--- src/rtl/i2c_byte_dma_pkg.sv ---
// Shared definitions for the I2C byte DMA engine.
package i2c_byte_dma_pkg;
    localparam int REG_ADDR_W = 6;
    localparam logic [REG_ADDR_W-1:0] OFS_FLAG   = 6'h00;
    localparam logic [REG_ADDR_W-1:0] OFS_IEN    = 6'h04;
    localparam logic [REG_ADDR_W-1:0] OFS_ENABLE = 6'h08;
    localparam logic [REG_ADDR_W-1:0] OFS_DIR    = 6'h18;
    localparam logic [REG_ADDR_W-1:0] OFS_TXADR  = 6'h1C;
    localparam logic [REG_ADDR_W-1:0] OFS_RXADR  = 6'h20;
    localparam logic [REG_ADDR_W-1:0] OFS_TXCNT  = 6'h24;
    localparam logic [REG_ADDR_W-1:0] OFS_RXCNT  = 6'h28;

    typedef enum logic [2:0] {
        ST_IDLE, ST_FETCH, ST_OFFER, ST_TAKE, ST_STORE, ST_FINISH
    } seq_state_t;
endpackage

--- src/rtl/dma_reg_bank.sv ---
// Register bank: holds the programmed setup, the enable, flag and interrupt
// enable bits, and produces the start pulse.
// Assumes the sequencer raises done for exactly one cycle per transfer.
module dma_reg_bank
    import i2c_byte_dma_pkg::*;
#(
    parameter int ADDR_W = 32,
    parameter int LEN_W  = 16,
    parameter int DATA_W = 32
) (
    input  logic                  clk,
    input  logic                  rst_n,
    input  logic                  reg_we,
    input  logic [REG_ADDR_W-1:0] reg_addr,
    input  logic [DATA_W-1:0]     reg_wdata,
    output logic [DATA_W-1:0]     reg_rdata,
    input  logic                  done,
    output logic                  start,
    output logic                  busy,
    output logic                  dir_rx,
    output logic                  irq,
    output logic [ADDR_W-1:0]     tx_addr,
    output logic [ADDR_W-1:0]     rx_addr,
    output logic [LEN_W-1:0]      tx_len,
    output logic [LEN_W-1:0]      rx_len
);
    logic flag_q, ien_q, en_q;

    // A start is a write of 1 to the enable bit while no transfer runs.
    assign start = reg_we && (reg_addr == OFS_ENABLE) && reg_wdata[0] && !en_q;
    assign busy  = en_q;
    assign irq   = flag_q & ien_q;

    // Control bits: enable, flag and interrupt enable.
    always_ff @(posedge clk) begin
        if (!rst_n) begin
            flag_q <= 1'b0;
            ien_q  <= 1'b0;
            en_q   <= 1'b0;
        end else begin
            if (start)
                en_q <= 1'b1;
            else if (done)
                en_q <= 1'b0;
            if (done)
                flag_q <= 1'b1;
            else if (reg_we && reg_addr == OFS_FLAG)
                flag_q <= reg_wdata[0];
            if (reg_we && reg_addr == OFS_IEN)
                ien_q <= reg_wdata[0];
        end
    end

    // Setup registers: direction, addresses and byte counts.
    always_ff @(posedge clk) begin
        if (!rst_n) begin
            dir_rx  <= 1'b0;
            tx_addr <= '0;
            rx_addr <= '0;
            tx_len  <= '0;
            rx_len  <= '0;
        end else if (reg_we) begin
            case (reg_addr)
                OFS_DIR:   dir_rx  <= reg_wdata[0];
                OFS_TXADR: tx_addr <= reg_wdata[ADDR_W-1:0];
                OFS_RXADR: rx_addr <= reg_wdata[ADDR_W-1:0];
                OFS_TXCNT: tx_len  <= reg_wdata[LEN_W-1:0];
                OFS_RXCNT: rx_len  <= reg_wdata[LEN_W-1:0];
                default: ;
            endcase
        end
    end

    // Read multiplexer.
    always_comb begin
        reg_rdata = '0;
        case (reg_addr)
            OFS_FLAG:   reg_rdata[0] = flag_q;
            OFS_IEN:    reg_rdata[0] = ien_q;
            OFS_ENABLE: reg_rdata[0] = en_q;
            OFS_DIR:    reg_rdata[0] = dir_rx;
            OFS_TXADR:  reg_rdata[ADDR_W-1:0] = tx_addr;
            OFS_RXADR:  reg_rdata[ADDR_W-1:0] = rx_addr;
            OFS_TXCNT:  reg_rdata[LEN_W-1:0]  = tx_len;
            OFS_RXCNT:  reg_rdata[LEN_W-1:0]  = rx_len;
            default: ;
        endcase
    end

    AST_DONE_SETS_FLAG: assert property (@(posedge clk) disable iff (!rst_n)
        done |=> flag_q && !en_q);
endmodule

--- src/rtl/dma_sequencer.sv ---
// Transfer sequencer: walks the send phase and then the receive phase.
// It keeps its own working address and count copies, so the programmed
// registers are never modified. Assumes start is only raised while idle.
module dma_sequencer
    import i2c_byte_dma_pkg::*;
#(
    parameter int ADDR_W = 32,
    parameter int LEN_W  = 16
) (
    input  logic              clk,
    input  logic              rst_n,
    input  logic              start,
    input  logic              busy,
    input  logic              dir_rx,
    input  logic [ADDR_W-1:0] tx_addr,
    input  logic [ADDR_W-1:0] rx_addr,
    input  logic [LEN_W-1:0]  tx_len,
    input  logic [LEN_W-1:0]  rx_len,
    output logic              done,
    output logic              mem_req,
    output logic              mem_we,
    output logic [ADDR_W-1:0] mem_addr,
    output logic [7:0]        mem_wdata,
    input  logic              mem_ack,
    input  logic [7:0]        mem_rdata,
    output logic [7:0]        tx_byte,
    output logic              tx_valid,
    input  logic              tx_ready,
    input  logic [7:0]        rx_byte,
    input  logic              rx_valid,
    output logic              rx_ready
);
    seq_state_t        state;
    logic [ADDR_W-1:0] cur_addr, rx_base;
    logic [LEN_W-1:0]  left, rx_left;
    logic [7:0]        data_q;

    assign mem_req   = (state == ST_FETCH) || (state == ST_STORE);
    assign mem_we    = (state == ST_STORE);
    assign mem_addr  = cur_addr;
    assign mem_wdata = data_q;
    assign tx_byte   = data_q;
    assign tx_valid  = (state == ST_OFFER);
    assign rx_ready  = (state == ST_TAKE);
    assign done      = (state == ST_FINISH);

    // Main state machine with working address, count and data registers.
    always_ff @(posedge clk) begin
        if (!rst_n) begin
            state    <= ST_IDLE;
            cur_addr <= '0;
            rx_base  <= '0;
            left     <= '0;
            rx_left  <= '0;
            data_q   <= '0;
        end else begin
            case (state)
                ST_IDLE: if (start) begin
                    rx_base <= rx_addr;
                    rx_left <= rx_len;
                    if (!dir_rx && tx_len != '0) begin
                        cur_addr <= tx_addr;
                        left     <= tx_len;
                        state    <= ST_FETCH;
                    end else if (rx_len != '0) begin
                        cur_addr <= rx_addr;
                        left     <= rx_len;
                        state    <= ST_TAKE;
                    end else
                        state <= ST_FINISH;
                end
                ST_FETCH: if (mem_ack) begin
                    data_q <= mem_rdata;
                    state  <= ST_OFFER;
                end
                ST_OFFER: if (tx_ready) begin
                    if (left == LEN_W'(1)) begin
                        if (rx_left != '0) begin
                            cur_addr <= rx_base;
                            left     <= rx_left;
                            state    <= ST_TAKE;
                        end else
                            state <= ST_FINISH;
                    end else begin
                        cur_addr <= cur_addr + 1'b1;
                        left     <= left - 1'b1;
                        state    <= ST_FETCH;
                    end
                end
                ST_TAKE: if (rx_valid) begin
                    data_q <= rx_byte;
                    state  <= ST_STORE;
                end
                ST_STORE: if (mem_ack) begin
                    if (left == LEN_W'(1))
                        state <= ST_FINISH;
                    else begin
                        cur_addr <= cur_addr + 1'b1;
                        left     <= left - 1'b1;
                        state    <= ST_TAKE;
                    end
                end
                default: state <= ST_IDLE;
            endcase
        end
    end

    AST_REQ_HELD: assert property (@(posedge clk) disable iff (!rst_n)
        mem_req && !mem_ack |=> mem_req && $stable(mem_addr) && $stable(mem_we) && $stable(mem_wdata));
    AST_TX_HELD: assert property (@(posedge clk) disable iff (!rst_n)
        tx_valid && !tx_ready |=> tx_valid && $stable(tx_byte));
    AST_IDLE_QUIET: assert property (@(posedge clk) disable iff (!rst_n)
        !busy |-> !mem_req && !tx_valid && !rx_ready);
    AST_ONE_ACTIVITY: assert property (@(posedge clk) disable iff (!rst_n)
        $countones({mem_req, tx_valid, rx_ready}) <= 1);
endmodule

--- src/rtl/i2c_byte_dma.sv ---
// Top of the I2C byte DMA engine: register bank plus transfer sequencer.
// Assumes a single-port byte memory with a request/acknowledge handshake.
module i2c_byte_dma
    import i2c_byte_dma_pkg::*;
#(
    parameter int ADDR_W = 32,
    parameter int LEN_W  = 16
) (
    input  logic              clk,
    input  logic              rst_n,
    input  logic              reg_we,
    input  logic [5:0]        reg_addr,
    input  logic [31:0]       reg_wdata,
    output logic [31:0]       reg_rdata,
    output logic              irq,
    output logic              mem_req,
    output logic              mem_we,
    output logic [ADDR_W-1:0] mem_addr,
    output logic [7:0]        mem_wdata,
    input  logic              mem_ack,
    input  logic [7:0]        mem_rdata,
    output logic [7:0]        tx_byte,
    output logic              tx_valid,
    input  logic              tx_ready,
    input  logic [7:0]        rx_byte,
    input  logic              rx_valid,
    output logic              rx_ready
);
    logic              start, busy, dir_rx, done;
    logic [ADDR_W-1:0] tx_addr, rx_addr;
    logic [LEN_W-1:0]  tx_len, rx_len;

    dma_reg_bank #(.ADDR_W(ADDR_W), .LEN_W(LEN_W), .DATA_W(32)) u_regs (
        .clk(clk), .rst_n(rst_n), .reg_we(reg_we), .reg_addr(reg_addr),
        .reg_wdata(reg_wdata), .reg_rdata(reg_rdata), .done(done),
        .start(start), .busy(busy), .dir_rx(dir_rx), .irq(irq),
        .tx_addr(tx_addr), .rx_addr(rx_addr), .tx_len(tx_len), .rx_len(rx_len)
    );

    dma_sequencer #(.ADDR_W(ADDR_W), .LEN_W(LEN_W)) u_seq (
        .clk(clk), .rst_n(rst_n), .start(start), .busy(busy), .dir_rx(dir_rx),
        .tx_addr(tx_addr), .rx_addr(rx_addr), .tx_len(tx_len), .rx_len(rx_len),
        .done(done), .mem_req(mem_req), .mem_we(mem_we), .mem_addr(mem_addr),
        .mem_wdata(mem_wdata), .mem_ack(mem_ack), .mem_rdata(mem_rdata),
        .tx_byte(tx_byte), .tx_valid(tx_valid), .tx_ready(tx_ready),
        .rx_byte(rx_byte), .rx_valid(rx_valid), .rx_ready(rx_ready)
    );

    AST_IRQ_NEEDS_START: assert property (@(posedge clk) disable iff (!rst_n)
        $rose(irq) |-> $past(done) || $past(reg_we));
endmodule

--- config.mk ---
export PLATFORM = sky130hd
export DESIGN_NAME = i2c_byte_dma
export DESIGN_NICKNAME = d
export VERILOG_FILES = /design/src/rtl/i2c_byte_dma_pkg.sv /design/src/rtl/dma_reg_bank.sv /design/src/rtl/dma_sequencer.sv /design/src/rtl/i2c_byte_dma.sv
export SDC_FILE = /design/constraint.sdc
export NUM_CORES = 1
export LEC_CHECK = 0
export BUFFER_PORTS_ARGS = -buffer_cell sky130_fd_sc_hd__buf_2
export CORE_MARGIN = 4
export CORE_UTILIZATION = 54
export CTS_BUF_LIST = sky130_fd_sc_hd__clkbuf_4 sky130_fd_sc_hd__clkbuf_8
export CTS_CLUSTER_DIAMETER = 80
export DETAILED_ROUTE_END_ITERATION = 16
export GPL_TIMING_DRIVEN = 0
export PLACE_DENSITY_LB_ADDON = 0.1
export SLEW_MARGIN = 10
export SYNTH_ARGS = -nofsm -noshare
export SYNTH_HDL_FRONTEND = slang
export SYNTH_SLANG_ARGS = --single-unit
--- constraint.sdc ---
create_clock -name clk -period 2.8 [get_ports clk]
set_input_delay 0.56 -clock clk [delete_from_list [all_inputs] [get_ports clk]]
set_output_delay 0.56 -clock clk [all_outputs]
set_load 0.03 [all_outputs]
=== Word level (Yosys, flattened, before mapping) ===
Index checks and enable logic that the tools add are counted.

* Logic and storage cells: 104
* Output and inout port bits: 85
* Register bits after elaboration: 207
* Input port bits: 60

* Bitwise gates (word level): 1
* Reduce and logical (&&, ||, !) cells: 27
* Mux-type cells: 39
* Equality and inequality tests: 21
* $add $sub $neg: 2

{| class="wikitable"
|+ Operators with widths
! cell !! count
|-
| 2-to-1 mux 32 bit || 8
|-
| 2-to-1 mux 16 bit || 8
|-
| one-hot mux 32 bit (3 select lines) || 1
|-
| one-hot mux 15 bit (4 select lines) || 1
|-
| one-hot mux 16 bit (3 select lines) || 1
|-
| nonzero test 16 bit || 3
|-
| adder 32 x 1 -> 32 bit, second input constant || 1
|-
| one-hot mux 16 bit (2 select lines) || 1
|-
| 2-to-1 mux 3 bit || 10
|-
| equality test 6 bit, second input constant || 3
|-
| equality test 16 x 1 -> 1 bit, second input constant || 1
|-
| 2-to-1 mux 8 bit || 2
|-
| one-hot mux 8 bit (2 select lines) || 1
|-
| subtractor 16 x 1 -> 16 bit, second input constant || 1
|-
| one-hot mux 3 bit (5 select lines) || 1
|-
| equality test 6 x 5 -> 1 bit, second input constant || 2
|-
| AND reduction 2 bit || 6
|-
| != test 2 bit, second input constant || 4
|-
| one-hot mux 1 bit (8 select lines) || 1
|-
| AND reduction 7 bit || 1
|-
| equality test 3 x 2 -> 1 bit, second input constant || 2
|-
| equality test 3 bit, second input constant || 2
|-
| equality test 6 x 3 -> 1 bit, second input constant || 1
|-
| equality test 6 x 4 -> 1 bit, second input constant || 1
|-
| other kinds (15) || 27
|}

=== Logic depth before layout (Yosys ltp) ===
Gate-level depths: netlist of the first run.

* Depth in word-level cells: 6
* Depth in mapped cells: 10
* Gate-level depth less buffers: 8

=== Hierarchy ===
Synthesis of the first run repeated with hierarchy kept, for this count alone.

* Cell total of the unflattened synthesis: 1427
* Area total of the unflattened synthesis: 11343.4 µm²

{| class="wikitable"
|+ By module, submodules not included
! module !! cells each !! seq. area each (µm²) !! instances !! area each (µm²)
|-
| dma_sequencer || 818 || 2142.1 || 1 || 6424.9
|-
| dma_reg_bank || 609 || 2001.9 || 1 || 4918.5
|}

=== Worst setup path after synthesis of the first run ===
Ideal clock, no wire load.

* Path kind: reg-to-reg
* Start: reg u_seq.state[2]
* End: reg u_seq.left[12]
* Slack: -0.066 ns
* Arrival time: 2.796 ns
* Buffers on the path: 3
* Setup time: 0.070 ns
* Stages on the path, launching flop included: 10
* Required time: 2.730 ns
* Clock period less this slack: 2.866 ns
* Path through: dfxtp_1 -> clkbuf_1 -> nor3b_1 -> nand2_1 -> nor4_1 -> buf_2 -> clkbuf_1 -> nand2_1 -> a31o_2 -> a21oi_1

* Word-level cells in the longest chain between the ends: 3
* Elaborated cells on any way between the ends: 12
* Classes of those cells: 8 x eq/ne; 1 x mux; 3 x reduce/logical

{| class="wikitable"
|+ Ends and longest elaborated chain
! what !! RTL line !! text
|-
| start, declared || dma_sequencer.sv:33 || <nowiki>seq_state_t state;</nowiki>
|-
| start signal, assigned || dma_sequencer.sv:50 || <nowiki>state <= ST_IDLE;</nowiki>
|-
| start signal, assigned || dma_sequencer.sv:64 || <nowiki>state <= ST_FETCH;</nowiki>
|-
| start signal, assigned || dma_sequencer.sv:68 || <nowiki>state <= ST_TAKE;</nowiki>
|-
| equality test 3 x 2 -> 1 bit * || - ||
|-
| named net tx_valid || i2c_byte_dma.sv:23 || <nowiki>output logic tx_valid,</nowiki>
|-
| != test 3 bit (no line), or another cell as far along || - ||
|-
| AND reduction 7 bit (no line) || - ||
|-
| end signal, assigned || dma_sequencer.sv:63 || <nowiki>left <= tx_len;</nowiki>
|-
| end signal, assigned || dma_sequencer.sv:67 || <nowiki>left <= rx_len;</nowiki>
|-
| end signal, assigned || dma_sequencer.sv:80 || <nowiki>left <= rx_left;</nowiki>
|-
| end, declared || dma_sequencer.sv:35 || <nowiki>logic [LEN_W-1:0] left, rx_left;</nowiki>
|}

The timed path passes the listed nets; every way through them passes the cells marked *.
A chain may end at the register's enable or synchronous reset.

=== Worst setup path after layout of the first run ===
* Start: in reg_addr[2]
* End: out reg_rdata[7]

* Word-level cells in the longest chain between the ends: 2
* Elaborated cells on any way between the ends: 5
* Classes of those cells: 4 x eq/ne; 1 x mux

{| class="wikitable"
|+ Ends and longest elaborated chain
! what !! RTL line !! text
|-
| start, declared || i2c_byte_dma.sv:12 || <nowiki>input logic [5:0] reg_addr,</nowiki>
|-
| equality test 6 bit or equality test 6 x 5 -> 1 bit (tied branches) || dma_reg_bank.sv:77 || <nowiki>case (reg_addr)</nowiki>
|-
| one-hot mux 15 bit (4 select lines) * || dma_reg_bank.sv:77 ||
|-
| end, declared || i2c_byte_dma.sv:14 || <nowiki>output logic [31:0] reg_rdata,</nowiki>
|}

Mark *: on every way between the ends. The rest lies on a longest branch, timed or not.

==> results of run 1 <==
## kinds of logic (layout without fill, tap and decap cells)
group / after synthesis / in the layout / synth area share
AO/OA/AOI/OAI: 444 / 444 / 0.271
XOR/XNOR: 1 / 1 / 0.000827
adder cells (fa/ha/maj): 3 / 3 / 0.00354
buffers and inverters: 144 / 347 / 0.0580
flip-flops: 207 / 207 / 0.391
multiplexers: 6 / 6 / 0.00579
AND/OR/NAND/NOR: 619 / 619 / 0.270
## placed cells by master, fill, tap and decap left out, drive strengths merged, types with 13 or more instances in the layout
cell type,n
nor4b,13
nor3,13
nand2,373
nand4,14
a22o,18
a31oi,39
o21ai,56
o32ai,14
and3,30
nor4,18
a21oi,204
nor2,42
dfxtp,207
clkbuf,146
buf,179
a22oi,33
a31o,13
nand3,61
## registers in the layout, summed over array words and instances (netlist names), 3 cells and up
signal           flops
u_seq.rx_left       16
u_seq.mem_addr      32
u_seq.state          3
u_regs.rx_len       16
u_regs.tx_len       16
u_regs.rx_addr      32
u_regs.tx_addr      32
u_seq.rx_base       32
u_seq.mem_wdata      8
u_seq.left          16
## per-layer routing
metal  up-vias  wire length, µm  GRT usage
li1       5487                -          -
met1      5492            17500      0.507
met2       701            17700      0.548
met3       120             4210     0.0567
met4         0             1600      0.132
met5         -                0          0
## worst max-delay path, delay by kind of cell
family	cells	cell delay (ns)
buffers and inverters	3	0.56
AND/OR/NAND/NOR	3	1.01
AO/OA/AOI/OAI	1	0.08
## Yosys cell counts, drive strengths merged, types with 3 or more instances
cell     instances
nor4b           13
and3            30
nand3           61
o22ai            3
nor3b            3
nor3            13
buf             26
o32ai           14
a21oi          204
or2              6
a21o             3
mux2i            5
a22o            18
o21ai           56
ha               3
nor2            42
nand2b           6
o21a             8
nand2          373
a31oi           39
a31o            13
a221o            8
nand3b           3
nor4            18
or3              4
and2             5
a2111oi          3
nand4           14
dfxtp          207
a32o             4
nor2b            3
a221oi           8
and4             8
or4             12
inv             12
a211oi           9
a311oi           8
a22oi           33
clkbuf         104
## timing repair
action,in CTS,in global routing
pin swaps,4,9
resized for setup,60,77
setup buffers,2,5
endpoints found under the setup margin,82,80
cloned,0,1
## per-stage QoR
stage / power (mW) / area, µm² / util
CTS: 8.20 / 12500 / 0.659
finish: 8.37 / 12700 / 0.669
global placement: 5.34 / 11600 / 0.612
global route: 8.65 / 12700 / 0.669
detailed placement: 5.35 / 11600 / 0.612
floorplan: 4.62 / 10600 / -
## power by group
part	switching, mW	internal [mW]	total [mW]
clock	1.27	1.55	2.82
combinational	1.73	0.736	2.47
sequential	0.0703	3.02	3.09
## how the worst min path moves through the flow
stage                                      endpoint  slack (ns)  cells after the start
detailed placement   u_seq.rx_base[24]$_SDFFE_PN0P_        0.45                      2
finish              u_regs.rx_addr[24]$_SDFFE_PN0P_        0.27                      3
global placement     u_seq.rx_base[20]$_SDFFE_PN0P_        0.44                      2
CTS                 u_regs.rx_addr[27]$_SDFFE_PN0P_        0.26                      3
global route        u_seq.mem_wdata[0]$_SDFFE_PN0P_        0.27                      3
floorplan             u_seq.rx_base[7]$_SDFFE_PN0P_        0.44                      2
## cell type report
| class | count | area share |
|---|---|---|
| multi-input cells | 1073 | 0.476 |
| clock buffers | 53 | 0.0534 |
| inverters | 14 | 0.00423 |
| plain buffers | 122 | 0.0485 |
| well taps | 260 | 0.0256 |
| flip-flops and latches | 207 | 0.326 |
| clock inverters | 8 | 0.00354 |
| repair buffers | 150 | 0.0625 |
==> flow_results.org, run 1 <==
** Run status
- Status :: complete, no violations

** Cells and area
- Summing all flip-flop and latch instances after layout gives 4150 µm².
- Final nets :: 1667
- Of the cells placed in the final design, the portion with a size suffix greater than 1 is 0.210.
- Diodes inserted :: 0
- Area of combinational cells with multiple inputs :: 6060 µm²
- After filler insertion, the fill cell instance count of the layout stands at 1752.
- The count of cells in the finished layout, fillers not included, comes to 1887.
- P&R area growth vs syn :: 20.2%

** Critical path
- Critical Path Start :: reg_addr[2]
- Worst EP required :: 2.24 ns
- Data arrives at the worst endpoint at 2.21 ns.
- Setup Crit Path Kind :: in -> out
- Master of the slowest instance on the critical path :: or4b_4
- Biggest cell delay along the critical path :: 0.58 ns
- Worst path cell trace :: buf_2 -> or4b_4 -> nor3b_4 -> buf_6 -> a22oi_1 -> nand2_1 -> buf_2
- R2r setup slk :: 0.03 ns
- The worst setup path is launched from an input port.
- Termination of the worst setup path :: reg_rdata[7]
- Worst flop-to-flop path endpoint :: u_seq.mem_addr[4]$_SDFFE_PN0P_
- The startpoint identified for the worst register-to-register timing path is u_regs.tx_len[6]$_SDFFE_PN0P_.
- The worst setup path is captured at an output port.
- Worst Reg2Reg Path Length in Cells :: 8
- Most prevalent standard cell on the critical path :: buf_2
- Of all nets on the critical path, the largest fanout is 10.

** Synth
- Fraction of registers with async set/reset :: 0
- Count of mapped cells out of synthesis :: 1424
- For this run, the leading register cell type out of synthesis is dfxtp_1.
- Yosys warning count :: 0
- In this run, synthesis inferred 0 flip-flops with an integrated enable.
- Top post-synthesis cells by area :: dfxtp_1, nand2_1, a21oi_1, clkbuf_1, nand3_1
- After synthesis, the netlist uses 68 different library cells.
- Share of Yosys cell area claimed by the top area cell type :: 0.391
- Post-Synthesis Net Count :: 1487
- Post-Syn Area :: 10600 µm²
- The synthesized design contains 207 register bits.
- The synthesized design spends more area on one cell type than any other, namely dfxtp_1.
- Share of synthesized area occupied by flip-flops and latches :: 0.391
- Dividing the synthesized area by the synthesized cell count gives 7.44 µm².

** STA
- Slack of the critical path :: 0.0315 ns
- Adding up every negative setup slack in the final design gives 0 ns.
- Between clock sinks in the finished design, the worst skew comes to 0.0289 ns.
- Share of the clock period used by the worst path after layout :: 0.989
- Tmin final :: 2.77 ns
- Final hold analysis gives a worst-case slack of 0.267 ns.
- Static timing analysis puts the maximum clock frequency at 361 MHz.
- Final count of hold timing violations :: 0
- Unrepaired setup endpoints after global routing :: true
- Final setup violation count :: 0
- The max-slew violation total from the final report was 0.
- Measured against its own limit, the worst slew margin works out to 0.300.
- At the pin with the least slew margin, the transition time is 1.04 ns.

** CTS
- After clock tree synthesis, the clock-pin slew on the worst setup and hold paths is 0.06 ns.
- Buffers inserted during clock tree synthesis total 36.
- The H-tree was split into 2 levels.
- The cell sitting at the root of the clock tree is a clkbuf_8.
- Worst-skew pair later-pin latency :: 0.55 ns
- Num Clock Sinks :: 207
- Hold repair after CTS inserted 0 buffers.
- CTS tree :: done
- The longest clock path from root to sink contains 3 buffers.

** Route
- Starting DRC count in detailed routing :: 1255
- The count of nets left with antenna violations once routing finished came out at 0.
- After detailed routing, the number of vias per cell comes to 6.25.
- Total number of vias :: 11800
- Before antenna repair, the detailed router went through 5 iterations.
- Dividing the detail-routed wire length by the instance count gives 21.7 µm.
- Remaining DRCs :: 0
- After detailed routing, the total wire length is 41000 µm.

** Place
- Including well taps, the total number of placed cells is 1826.
- Setup WS pre-CTS :: -1.01 ns
- Post-DP HPWL :: 30600 µm
- Port buffering added 142 buffers.
- Final estimated routing congestion in global placement :: 0.990

** Die
- After floorplanning, the core was sized to cover 19000 µm².
- The floorplan step defined a die boundary enclosing 21900 µm².
- In this run the count of I/O pins placed on the die edge is 145.
- The floorplan step set the die width to 148 µm.
- Vertical die dimension :: 148 µm
- For this configuration, the core starts out at a cell density of 0.557.
- The floorplan has 50 rows.

** Worst hold path
- Startpoint of the tightest hold check path :: reg_wdata[24]
- Classification of the worst-slack hold path :: in -> reg

** Global route
- The via count of the first global-routing pass was 10600.
- Grt ovf :: 0
- In the global route stage, overall resource usage came out at 0.356.
- Largest net degree at the start of global routing :: 11
- The first global-routing pass estimated 61800 µm of wire.
- The initial antenna violation count came to 0.

** Power and ir drop
- For this design the static power due to leakage is 4.65 nW.
- Power spread over the standard cell area amounts to 658 nW/µm².
- Across the VDD grid, the largest voltage drop is 0.000447 V.

** Job
- The tool flagged a number of max-cap violations equal to 0.
No activity file was read; power rests on OpenSTA's default activity.
==> run 2, diff against run 1 <==
CORE_UTILIZATION = 65   (was 54)
clock period = 3.4 ns   (was 2.8 ns; I/O delays follow)
==> run 2 against run 1 <==
Effect of this change: cell count fell by 2.3%; wire length shrank 5.5%; worst setup slack improved by 0.070 ns; clock power is 15% lower; via count is 2.0% higher; sequential power shrank 18%; clock skew down 0.0054 ns; hold slack gained 0.12 ns; largest cell class unchanged; total power decreased by 19%; critical path depth rose by 1; utilization increased by 11 points.
==> flow_results.org, run 2 (same netlist as run 1, synthesis figures left out) <==
** Critical path
- Data on the critical path arrives at its endpoint at 3.73 ns.
- The worst setup path is launched from a flop.
- Counting cells, the worst reg-to-reg path comes to 8.
- Setup Crit Path Kind :: reg -> reg
- STA puts the critical path data required time at 3.84 ns.
- Source of the worst register-to-register timing path :: u_seq.state[2]$_SDFFE_PN0P_
- Peak fanout along the critical path :: 10
- R2r setup slk :: 0.10 ns
- Setup crit end kind :: flop
- In this run the critical register-to-register path is captured at u_seq.left[6]$_SDFFE_PN0P_.

** Cells and area
- Commonest cells after routing, fill and taps aside :: nand2_1, dfxtp_1, a21oi_1
- Final nets :: 1666
- Share of layout cells above drive strength 1 :: 0.173
- The repair_antennas step left the layout with diodes totalling 0.
- The library cell used most frequently in the layout, excluding fill and tap cells, is nand2_1.
- P&R area growth vs syn :: 16.8%

** STA
- For this run, the top clock speed supported by timing is 303 MHz.
- The worst path needs 3.30 ns of the cycle, external delays included.
- The max-slew violation total from the final report came to 0.
- Worst slew margin relative to its limit :: 0.277
- In the finished design, the share of the clock period the worst path needs comes to 0.970.
- The number of failing hold endpoints at the final stage came to 0.
- At the pin with the least slew margin, the transition time is 1.08 ns.
- For the final database, setup skew stands at 0.0235 ns.
- Unrepaired setup endpoints after global routing :: true
- Setup violations remaining at the end of the flow were counted as 0.
- Setup TNS :: 0 ns
- Hold is met by 0.388 ns.

** Worst hold path
- Startpoint of the tightest hold check path :: reg_wdata[19]
- Counting instances, the worst hold path has a depth of 3.
- WHS Endpoint :: u_regs.rx_addr[19]$_SDFFE_PN0P_
- Classification of the worst-slack hold path :: in -> reg

** CTS
- Clock-pin slew on the worst setup and hold paths :: 0.06 ns
- The clock passes through at most 3 buffers.
- The number of setup buffers added after CTS is 0.
- Number of buffers created by CTS :: 36
- TritonCTS built the clock tree.
- Number of hold buffers added after CTS :: 0
- The H-tree generated during clock tree synthesis spans 2 levels.
- Clock root buffer master :: clkbuf_8
- At the later pin of the worst-skew pair, clock insertion delay measures 0.55 ns.
- Num Clock Sinks :: 207

** Route
- After the first detailed-routing iteration, the DRC count stood at 1858.
- Routed WL per cell :: 21.0 µm
- For this run, design rule violations remaining after detail routing come to 0.
- Detailed-router iteration count before antenna repair :: 7
- Ratio of routed vias to standard cells :: 6.53
- The routed design has 38700 µm of wire.
- In this run the remaining antenna-violating nets after routing total 0.
- Total number of vias :: 12000

** Power and ir drop
- Total power for the finished layout comes to 6.81 mW.
- Worst vdd rail ir drop :: 0.000434 V
- Areal power density over the cells :: 550 nW/µm²
- Leakage power summed over all cells :: 4.48 nW

** Job
- Number of max-capacitance violations reported :: 0

** Die
- 145 I/O pins were placed.
- The initial utilization of the core area, before any placement, comes to 0.664.
- Area of the core :: 15900 µm²
- Die area :: 18400 µm²
- In this run the vertical extent of the chip is 136 µm.
- Row count :: 46
- Horiz. Die Dim :: 136 µm

** Run status
- The flow ran to the end, and the final reports show no timing, DRC or antenna violations.

** Global route
- Across every metal layer, demand over resource in global routing totals 0.409.
- Number of global-route vias before repair :: 10900
- The initial antenna violation count is 0.
- Grt ovf :: 0
- The first global-routing pass estimated 59500 µm of wire.
- Largest net degree at the start of global routing :: 11

** Place
- PortBufs :: 142
- Routability-driven placement finished with a final weighted congestion of 1.01.
- Detailed placement finished with a half-perimeter wire length of 28800 µm.
-- run 2: routing by layer --
metal	global-route usage	part of all wire	vias to the layer above
met5	0	0	-
met4	0.197	0.049	0
met3	0.0929	0.15	163
met2	0.615	0.43	963
met1	0.555	0.38	5418
li1	-	-	5493
-- run 2: layout make-up --
cell class | count | area [µm²]
well taps | 216 | 270
plain buffers | 129 | 572
fillers | 1252 | 3570
repair buffers | 142 | 711
multi-input cells | 1073 | 5870
clock inverters | 4 | 50.0
clock buffers | 58 | 698
inverters | 14 | 52.6
flip-flops and latches | 207 | 4140
-- run 2: worst max-delay path, cell delays in order (launching register included) --
cell	delay (ns)
dfxtp_1	0.35
clkbuf_1	0.22
nor3b_1	0.48
nand2_1	0.16
nor4_2	0.57
buf_2	0.35
clkbuf_1	0.55
a221oi_1	0.23
o32ai_1	0.28
-- run 2: what timing repair did --
action / 4_1_cts / 5_1_grt
gates resized for setup: 8 / 16
setup endpoints to repair: 45 / 60
cloned: 0 / 0
-- run 2: per-stage QoR --
stage	cell area [µm²]	utilization	instances	setup slack, ns
after global placement	11600	0.726	1782	-0.239
after floorplan	10600	-	1424	0.385
after detailed placement	11600	0.726	1782	-0.228
after global routing	12400	0.776	1843	-0.0231
after CTS	12300	0.774	1844	0.00598
final	12400	0.776	1843	0.102
-- run 2: where the power goes --
group / internal [mW] / total, mW / switching (mW) / leakage (nW)
clock: 1.37 / 2.40 / 1.03 / 0.394
sequential: 2.48 / 2.54 / 0.0558 / 1.67
combinational: 0.515 / 1.87 / 1.36 / 2.41
-- run 2: worst max-delay path by stage --
stage	slack (ns)	startpoint	to	cells after the start
final	0.10	u_seq.state[2]$_SDFFE_PN0P_	u_seq.left[6]$_SDFFE_PN0P_	8
after global routing	-0.02	reg_addr[4]	reg_rdata[4]	8
after CTS	0.006	reg_addr[4]	reg_rdata[15]	8
after detailed placement	-0.23	reg_addr[3]	reg_rdata[8]	9
after global placement	-0.24	u_seq.left[10]$_SDFFE_PN0P_	u_seq.left[1]$_SDFFE_PN0P_	8
after floorplan	0.39	reg_addr[4]	reg_rdata[11]	8
